===== src/rtl/nbt_sram_pkg.sv =====
package nbt_sram_pkg;
  typedef enum logic [1:0] {OP_IDLE, OP_READ, OP_WRITE, OP_DESEL} op_e;

  function automatic logic [1:0] burst_lsb(input logic [1:0] start,
                                           input logic [1:0] cnt,
                                           input logic linear);
    return linear ? (start + cnt) : (start ^ cnt);
  endfunction
endpackage


===== src/rtl/nbt_cmd_ctrl.sv =====
module nbt_cmd_ctrl
  import nbt_sram_pkg::*;
#(
  parameter int ADDR_W = 6
) (
  input  logic              clk_i,
  input  logic              rst_ni,
  input  logic              step_i,
  input  logic              lin_order_i,
  input  logic              adv_i,
  input  logic              we_ni,
  input  logic              sel_i,
  input  logic [ADDR_W-1:0] addr_i,
  output op_e               cur_op_o,
  output logic [ADDR_W-1:0] cur_addr_o
);
  logic [ADDR_W-1:0] base_q;
  logic [1:0]        cnt_q, cnt_nxt;
  op_e               op_q, new_op;

  assign cnt_nxt = cnt_q + 2'd1;

  always_comb begin
    if (!sel_i)     new_op = OP_DESEL;
    else if (we_ni) new_op = OP_READ;
    else            new_op = OP_WRITE;
  end

  assign cur_op_o   = adv_i ? op_q : new_op;
  assign cur_addr_o = adv_i ? {base_q[ADDR_W-1:2], burst_lsb(base_q[1:0], cnt_nxt, lin_order_i)}
                            : addr_i;

  always_ff @(posedge clk_i or negedge rst_ni) begin
    if (!rst_ni) begin
      base_q <= '0;
      cnt_q  <= '0;
      op_q   <= OP_IDLE;
    end else if (step_i) begin
      if (!adv_i) begin
        base_q <= addr_i;
        cnt_q  <= '0;
        op_q   <= new_op;
      end else begin
        cnt_q  <= cnt_nxt;
      end
    end
  end

  AST_STALL_HOLD: assert property (@(posedge clk_i) disable iff (!rst_ni)
    !step_i |=> $stable(base_q) && $stable(cnt_q) && $stable(op_q));
  AST_BURST_STEP: assert property (@(posedge clk_i) disable iff (!rst_ni)
    step_i && adv_i |=> cnt_q == $past(cnt_q) + 2'd1 && $stable(base_q));
endmodule


===== src/rtl/nbt_late_write.sv =====
module nbt_late_write #(
  parameter int ADDR_W    = 6,
  parameter int NUM_LANES = 4
) (
  input  logic                 clk_i,
  input  logic                 rst_ni,
  input  logic                 step_i,
  input  logic                 pipe_i,
  input  logic                 wr_i,
  input  logic [ADDR_W-1:0]    addr_i,
  input  logic [NUM_LANES-1:0] be_i,
  output logic                 wr_en_o,
  output logic [ADDR_W-1:0]    wr_addr_o,
  output logic [NUM_LANES-1:0] wr_be_o
);
  logic                 s1_v, s2_v;
  logic [ADDR_W-1:0]    s1_a, s2_a;
  logic [NUM_LANES-1:0] s1_be, s2_be;

  always_ff @(posedge clk_i or negedge rst_ni) begin
    if (!rst_ni) begin
      s1_v  <= 1'b0;
      s2_v  <= 1'b0;
      s1_a  <= '0;
      s2_a  <= '0;
      s1_be <= '0;
      s2_be <= '0;
    end else if (step_i) begin
      s1_v  <= wr_i && (|be_i); // abort drops here
      s1_a  <= addr_i;
      s1_be <= be_i;
      s2_v  <= s1_v;
      s2_a  <= s1_a;
      s2_be <= s1_be;
    end
  end

  assign wr_en_o   = step_i && (pipe_i ? s2_v : s1_v);
  assign wr_addr_o = pipe_i ? s2_a : s1_a;
  assign wr_be_o   = pipe_i ? s2_be : s1_be;
endmodule


===== src/rtl/nbt_array.sv =====
module nbt_array #(
  parameter int ADDR_W    = 6,
  parameter int NUM_LANES = 4,
  parameter int LANE_W    = 9,
  localparam int DATA_W   = NUM_LANES * LANE_W,
  localparam int DEPTH    = 1 << ADDR_W
) (
  input  logic                 clk_i,
  input  logic                 wr_en_i,
  input  logic [ADDR_W-1:0]    wr_addr_i,
  input  logic [NUM_LANES-1:0] wr_be_i,
  input  logic [DATA_W-1:0]    wr_data_i,
  input  logic [ADDR_W-1:0]    rd_addr_i,
  output logic [DATA_W-1:0]    rd_data_o
);
  logic [DATA_W-1:0] mem [DEPTH];
  logic [DATA_W-1:0] raw;
  logic              hit;

  always_ff @(posedge clk_i) begin
    if (wr_en_i) begin
      for (int l = 0; l < NUM_LANES; l++) begin
        if (wr_be_i[l]) mem[wr_addr_i][l*LANE_W +: LANE_W] <= wr_data_i[l*LANE_W +: LANE_W];
      end
    end
  end

  assign raw = mem[rd_addr_i];
  assign hit = wr_en_i && (wr_addr_i == rd_addr_i);

  // per-lane bypass of the write landing at this edge
  for (genvar g = 0; g < NUM_LANES; g++) begin : g_lane
    assign rd_data_o[g*LANE_W +: LANE_W] = (hit && wr_be_i[g]) ? wr_data_i[g*LANE_W +: LANE_W]
                                                               : raw[g*LANE_W +: LANE_W];
  end
endmodule


===== src/rtl/nbt_read_path.sv =====
module nbt_read_path #(
  parameter int ADDR_W = 6,
  parameter int DATA_W = 36
) (
  input  logic              clk_i,
  input  logic              rst_ni,
  input  logic              step_i,
  input  logic              pipe_i,
  input  logic              rd_i,
  input  logic [ADDR_W-1:0] addr_i,
  input  logic [DATA_W-1:0] arr_data_i,
  input  logic              oe_ni,
  input  logic              sleep_i,
  output logic [ADDR_W-1:0] rd_addr_o,
  output logic              dq_oe_o,
  output logic [DATA_W-1:0] rdata_o
);
  logic              r1_v, r2_v, src_v;
  logic [ADDR_W-1:0] r1_a;
  logic [DATA_W-1:0] r2_d, src_d;

  always_ff @(posedge clk_i or negedge rst_ni) begin
    if (!rst_ni) begin
      r1_v <= 1'b0;
      r1_a <= '0;
      r2_v <= 1'b0;
      r2_d <= '0;
    end else if (step_i) begin
      r1_v <= rd_i;
      r1_a <= addr_i;
      r2_v <= r1_v;
      r2_d <= arr_data_i;
    end
  end

  assign rd_addr_o = r1_a;
  assign src_v     = pipe_i ? r2_v : r1_v;
  assign src_d     = pipe_i ? r2_d : arr_data_i;
  assign dq_oe_o   = src_v && !oe_ni && !sleep_i;
  assign rdata_o   = dq_oe_o ? src_d : '0;

  AST_SLEEP_HIZ: assert property (@(posedge clk_i) disable iff (!rst_ni)
    sleep_i |-> !dq_oe_o && rdata_o == '0);
  AST_PIPE_HOLD: assert property (@(posedge clk_i) disable iff (!rst_ni)
    pipe_i && !step_i |=> $stable(r2_v) && $stable(r2_d));
endmodule


===== src/rtl/nbt_sram.sv =====
module nbt_sram
  import nbt_sram_pkg::*;
#(
  parameter int ADDR_W    = 6,
  parameter int NUM_LANES = 4,
  parameter int LANE_W    = 9,
  localparam int DATA_W   = NUM_LANES * LANE_W
) (
  input  logic                 clk_i,
  input  logic                 rst_ni,
  input  logic                 pipe_mode_i,
  input  logic                 lin_order_i,
  input  logic                 cke_ni,
  input  logic                 adv_i,
  input  logic                 we_ni,
  input  logic [NUM_LANES-1:0] be_ni,
  input  logic                 ce1_ni,
  input  logic                 ce2_i,
  input  logic                 ce3_ni,
  input  logic                 oe_ni,
  input  logic                 sleep_i,
  input  logic [ADDR_W-1:0]    addr_i,
  input  logic [DATA_W-1:0]    wdata_i,
  output logic [DATA_W-1:0]    rdata_o,
  output logic                 dq_oe_o
);
  logic                 step, sel;
  op_e                  cur_op;
  logic [ADDR_W-1:0]    cur_addr, wr_addr, rd_addr;
  logic                 wr_en;
  logic [NUM_LANES-1:0] wr_be;
  logic [DATA_W-1:0]    arr_data;

  assign step = !cke_ni && !sleep_i;
  assign sel  = !ce1_ni && ce2_i && !ce3_ni;

  nbt_cmd_ctrl #(.ADDR_W(ADDR_W)) u_ctrl (
    .clk_i, .rst_ni, .step_i(step), .lin_order_i, .adv_i, .we_ni,
    .sel_i(sel), .addr_i, .cur_op_o(cur_op), .cur_addr_o(cur_addr)
  );

  nbt_late_write #(.ADDR_W(ADDR_W), .NUM_LANES(NUM_LANES)) u_wpipe (
    .clk_i, .rst_ni, .step_i(step), .pipe_i(pipe_mode_i),
    .wr_i(cur_op == OP_WRITE), .addr_i(cur_addr), .be_i(~be_ni),
    .wr_en_o(wr_en), .wr_addr_o(wr_addr), .wr_be_o(wr_be)
  );

  nbt_array #(.ADDR_W(ADDR_W), .NUM_LANES(NUM_LANES), .LANE_W(LANE_W)) u_array (
    .clk_i, .wr_en_i(wr_en), .wr_addr_i(wr_addr), .wr_be_i(wr_be),
    .wr_data_i(wdata_i), .rd_addr_i(rd_addr), .rd_data_o(arr_data)
  );

  nbt_read_path #(.ADDR_W(ADDR_W), .DATA_W(DATA_W)) u_rpath (
    .clk_i, .rst_ni, .step_i(step), .pipe_i(pipe_mode_i),
    .rd_i(cur_op == OP_READ), .addr_i(cur_addr), .arr_data_i(arr_data),
    .oe_ni, .sleep_i, .rd_addr_o(rd_addr), .dq_oe_o, .rdata_o
  );

  AST_NO_BUS_CLASH: assert property (@(posedge clk_i) disable iff (!rst_ni)
    wr_en |-> !dq_oe_o);
  AST_OE_OFF: assert property (@(posedge clk_i) disable iff (!rst_ni)
    oe_ni |-> !dq_oe_o);
endmodule


===== config.mk =====
export PLATFORM = sky130hd
export DESIGN_NAME = nbt_sram
export DESIGN_NICKNAME = d
export VERILOG_FILES = /design/src/rtl/nbt_sram_pkg.sv /design/src/rtl/nbt_cmd_ctrl.sv /design/src/rtl/nbt_late_write.sv /design/src/rtl/nbt_array.sv /design/src/rtl/nbt_read_path.sv /design/src/rtl/nbt_sram.sv
export SDC_FILE = /design/constraint.sdc
export NUM_CORES = 2
export LEC_CHECK = 0
export BUFFER_PORTS_ARGS = -buffer_cell sky130_fd_sc_hd__buf_2
export CAP_MARGIN = 5
export CORE_MARGIN = 2
export CORE_UTILIZATION = 45
export CTS_BUF_LIST = sky130_fd_sc_hd__clkbuf_8 sky130_fd_sc_hd__clkbuf_16
export DETAILED_ROUTE_END_ITERATION = 8
export GPL_TIMING_DRIVEN = 0
export PLACE_DENSITY_LB_ADDON = 0.25
export SYNTH_ARGS = -nofsm -noshare
export SYNTH_HDL_FRONTEND = slang
export SYNTH_SLANG_ARGS = --single-unit

===== constraint.sdc =====
create_clock -name clk_i -period 3.7 [get_ports clk_i]
set_clock_uncertainty 0.2 [all_clocks]
set_input_delay 0.555 -clock clk_i [delete_from_list [all_inputs] [get_ports clk_i]]
set_output_delay 0.555 -clock clk_i [all_outputs]
set_load 0.01 [all_outputs]

==> impl_summary.md <==
Worst setup path
The cell depth of the worst flop-to-flop path is 17. In this run the critical register-to-register path is captured at u_array.mem[15][32]$_DFFE_PP_. The reg-to-reg setup timing slack is -350 ps. The critical path in this run is classified as reg -> out. The worst register-to-register path begins at u_wpipe.s1_a[0]$_DFFE_PN0N_.

The sort of element at the start of the critical path is a flop. The critical path required time is 2940 ps. The worst setup path is captured at a primary output.

The largest stage delay on the critical path is about 530 ps. Along the worst path, the maximum fanout reaches 8. The standard cell with the maximum stage delay on the critical path is sky130_fd_sc_hd__mux4_2. The critical path goes through buf_12 > buf_12 > buf_16 > buf_16 > buf_16 > buf_12 > mux4_2 > a22o_1 > a221oi_4 > nand3_1 > o2111ai_1 > o21ai_1 > buf_6 > buf_2. STA puts the critical path data arrival time at between 4000 and 5000 ps.

Hold path
The startpoint identified for the worst hold timing path is wdata_i[1]. The cell depth of the worst hold path is 1. The worst hold path belongs to the class in -> reg. The endpoint of the worst hold-timing path is u_array.mem[50][1]$_DFFE_PP_.

Logic synthesis
The Yosys step of the flow raised 0 warnings. The cell count after synthesis is 4570. The cell with the most instances after synthesis is sky130_fd_sc_hd__edfxtp_1. The most used flip-flop cell after synthesis is sky130_fd_sc_hd__edfxtp_1. The share of flip-flops with an asynchronous set or reset after synthesis is under 10%. The number of library cell types mapped by synthesis is 75. The area share of the largest cell type after synthesis is 73.96%.

The number of nets in the synthesized netlist is 4629. In the post-synthesis netlist, the biggest area contributors are sky130_fd_sc_hd__edfxtp_1 (74%), sky130_fd_sc_hd__mux4_2 (14%), sky130_fd_sc_hd__dfrtp_1 (1.9%), sky130_fd_sc_hd__mux2i_1 (1.6%), sky130_fd_sc_hd__nor2_1 (1.3%). The mapped netlist covers 93550 um2. The top cell type by total area after synthesis is sky130_fd_sc_hd__edfxtp_1. The number of enable flip-flop cells after synthesis is 2304. The average cell area after synthesis is 20.47 um2. The post-synthesis register bit count is 2374. By count the netlist is led by sky130_fd_sc_hd__edfxtp_1 (2304), sky130_fd_sc_hd__mux4_2 (582), sky130_fd_sc_hd__nor2_1 (333).

After synthesis, flip-flops and latches occupy roughly 76% of the total area.

STA
The post-route worst setup slack is -1495 ps. The number of pins exceeding their max-slew limit in the final report is 0. Setup violations remaining at the end of the flow were counted as ~2100.

Setup repair after global routing could not meet its margin everywhere. After routing, the total negative slack on setup checks comes to -291360 ps. Timing would allow up to 192.5 MHz. The number of failing hold endpoints at the final stage is 2. The share of the clock period used by the worst path is 140.4%. For the pin with the worst max-slew slack, the measured transition is ~1400 ps. Hold timing on the final database bottoms out at a slack of -1.283 ps. The worst pin sits at a relative slew slack of 3.552%. The clock period minus final worst setup slack is between 5000 and 6000 ps.

Status
The checks that failed: hold timing, setup timing. The run finished, with violations left.

Detailed routing
For this block, the via count after detailed routing is 58087. After detailed routing, the number of remaining DRC violations is 0. The routed design uses around 170000 um of met2 wire. The routed wire length is 399100 um. After detailed routing, the met3 layer carries 59860 um of wire. In the final routing, the length of wire on met1 measures 133200 um. Before antenna repair, the detailed router went through 6 iterations.

In the final routed layout, each cell accounts on average for 47.66 um. The count of nets left with antenna violations once routing finished came out at 0. After detailed routing, no signal wire sits above met5. The first routing iteration left between 10000 and 15000 violations. The routed via count divided by cell count is 6.937.

Power
The part of the power in registers is 41.7%. The maximum VDD drop is 0.0005213 V. The net switching power is 22490 uW. The analysis attributes to cell leakage a power of 0.03857 uW.

The proportion of total power due to net switching is roughly a third. The internal portion of total power is approximately 50000 uW. The clock network accounts for 33.1% of the total power. The fraction of power consumed by combinational cells is roughly a quarter. The power density normalized to cell area is 599.2 nW/um2.

Layout
The final-layout fill cell count is 14643. The post-layout instance count excluding filler cells is approximately 8400. The share of cells above drive strength 1 is ~41%.

Relative to the synthesized area, the layout overhead comes to 28.01%. At the end of the flow, the number of nets in the layout was 5506.

Place
Input and output buffers added on the ports amount to 94. Timing analysis after detailed placement gives a worst setup slack of -3687 ps. The number of placed instances, taps included, is 7387.

The half-perimeter wire length after placement is 250000 um. The congestion estimate from routability-driven global placement came to roughly 1.0.

Global route
The first-pass GRT wire length is 494800 um. The number of antenna violations at the first check in global routing was 20. The total overflow reported by the global router is 0. The overall fraction of global-route tracks in use is 36.19%. Entering global routing, the biggest net connects 67 pins. The via count of the first global-routing pass is between 50000 and 60000.

Floorplanning
The number of primary I/O pins is 95. The floorplan step defined a die boundary enclosing between 200000 and 250000 um2. The floorplan step set the die height to 459.9 um. From left edge to right edge, the die measures between 400 and 500 um.

The initialized floorplan defines about 170 standard-cell rows. The initial utilization of the core area, before any placement, comes to 45.22%. The total area inside the core boundary comes to slightly above 200000 um2.

Clock network
The cell chosen for the clock root is sky130_fd_sc_hd__clkbuf_16. No sink is reached through more buffers than the 3 on the longest clock path. The number of buffers inserted during clock tree synthesis is 238. Counting every sink on the clock net gives 2374.

The clock network latency to the later pin of the worst-skew pair is 940 ps. The clock-pin slew on the worst setup and hold paths is approximately 60 ps. The H-tree was split into 4 levels. TritonCTS built the clock tree.

Job
Across the run, the number of max-cap violations was 0.
[repair_timing]
| item | 4_1_cts | 5_1_grt |
|---|---|---|
| hold buffers | 18 | 6 |
| gates cloned | 3 | 8 |
| endpoints found under the setup margin | 2383 | 2341 |
| endpoints found under the hold margin | 90 | 105 |
| pin swaps | 46 | 298 |
| gates resized for setup | 813 | 824 |
| setup buffers | 90 | 388 |
[layout by cell type, fill, tap and decap left out, types with 29 or more instances in the layout]
| cell | count |
|---|---|
| sky130_fd_sc_hd__nor2_1 | 60 |
| sky130_fd_sc_hd__buf_2 | 92 |
| sky130_fd_sc_hd__buf_12 | 333 |
| sky130_fd_sc_hd__buf_4 | 200 |
| sky130_fd_sc_hd__clkinv_1 | 54 |
| sky130_fd_sc_hd__edfxtp_1 | 2304 |
| sky130_fd_sc_hd__o21ai_0 | 63 |
| sky130_fd_sc_hd__buf_6 | 51 |
| sky130_fd_sc_hd__clkbuf_16 | 247 |
| sky130_fd_sc_hd__buf_8 | 46 |
| sky130_fd_sc_hd__inv_1 | 66 |
| sky130_fd_sc_hd__nand2_2 | 29 |
| sky130_fd_sc_hd__buf_16 | 65 |
| sky130_fd_sc_hd__a21oi_1 | 34 |
| sky130_fd_sc_hd__nor3_1 | 35 |
| sky130_fd_sc_hd__mux2i_1 | 112 |
| sky130_fd_sc_hd__dfrtp_1 | 70 |
| sky130_fd_sc_hd__nand2_1 | 183 |
| sky130_fd_sc_hd__nand2_4 | 34 |
| sky130_fd_sc_hd__o22ai_1 | 37 |
| sky130_fd_sc_hd__a22oi_1 | 35 |
| sky130_fd_sc_hd__mux4_2 | 582 |
| sky130_fd_sc_hd__nor2_4 | 267 |
| sky130_fd_sc_hd__clkinv_2 | 40 |
[state kept, by name, summed over array words and instances (netlist names), 2 cells and up]
name,flops
u_array.mem,2304
u_rpath.r2_d,36
u_ctrl.base_q,6
u_wpipe.s1_a,6
u_wpipe.s2_a,6
u_wpipe.s1_be,4
u_wpipe.s2_be,4
u_ctrl.cnt_q,2
u_ctrl.op_q,2
[power by group through the flow]
stage               logic, uW  registers (uW)  clock network (uW)
floorplan                6010           30400                   0
global placement        12800           30400                   0
detailed placement      13000           30400                   0
CTS                     15300           29900               23600
global route            17800           29900               24700
finish                  18100           29900               23700
[cells by family (layout without fill, tap and decap cells)]
logic type / count (synthesis) / after routing / share of synthesized area, %
flip-flops: 2374 / 2374 / 75.83
multiplexers: 763 / 763 / 16.00
AND/OR/NAND/NOR: 757 / 757 / 3.432
AO/OA/AOI/OAI: 405 / 405 / 2.936
buffers and inverters: 261 / 1337 / 1.703
XOR/XNOR: 9 / 9 / 0.08427
adder cells (fa/ha/maj): 1 / 1 / 0.01337
other: 0 / 24 / 0
[routing by layer]
metal,up-vias,global-route usage (%)
met4,19,25.66
li1,20826,-
met5,-,0.3674
met2,5599,51.35
met3,1335,12.02
met1,30308,46.94
[through the flow]
stage                     total power, uW  instance area [um2]  utilization [%]
after floorplan                     36390                93550                -
after CTS                           68760               109800            53.08
after detailed placement            43430                97760            47.26
after global routing                72400               119700            57.87
after global placement              43240                97400            47.09
final                               71750               119800            57.89
[critical path, delay by kind of cell, from the launching register on]
kind / cells / cell delay (ps)
buffers and inverters: 8 / 1340
AOI/OAI and AO/OA: 4 / 950
muxes: 1 / 530
DFF: 1 / 390
and+or+nand+nor: 1 / 200
[layout make-up]
cell class	count	area, um2	area share (%)
Buffer	247	3769	3.147
Tap cell	2704	3383	2.825
Antenna cell	24	60.06	0.05015
Inverter	9	41.29	0.03448
Timing Repair Buffer	642	8831	7.374
Multi-Input combinational cell	1935	25150	21.00
Sequential cell	2374	70940	59.24
Clock inverter	197	1568	1.309
Clock buffer	242	6011	5.019
[worst max path at each step]
stage,start,endpoint,slack [ps],cells past startpoint
after floorplan,u_wpipe.s1_a[1]$_DFFE_PN0N_,rdata_o[17],540,10
after CTS,u_wpipe.s1_a[0]$_DFFE_PN0N_,rdata_o[10],-1300,13
after global routing,u_wpipe.s1_a[0]$_DFFE_PN0N_,rdata_o[4],-1440,13
after detailed placement,u_wpipe.s1_a[2]$_DFFE_PN0N_,u_array.mem[63][15]$_DFFE_PP_,-3690,10
after global placement,u_wpipe.s1_a[2]$_DFFE_PN0N_,u_array.mem[63][13]$_DFFE_PP_,-3550,10
final,u_wpipe.s1_a[0]$_DFFE_PN0N_,rdata_o[34],-1500,14
No activity file was read; power rests on OpenSTA's default activity.
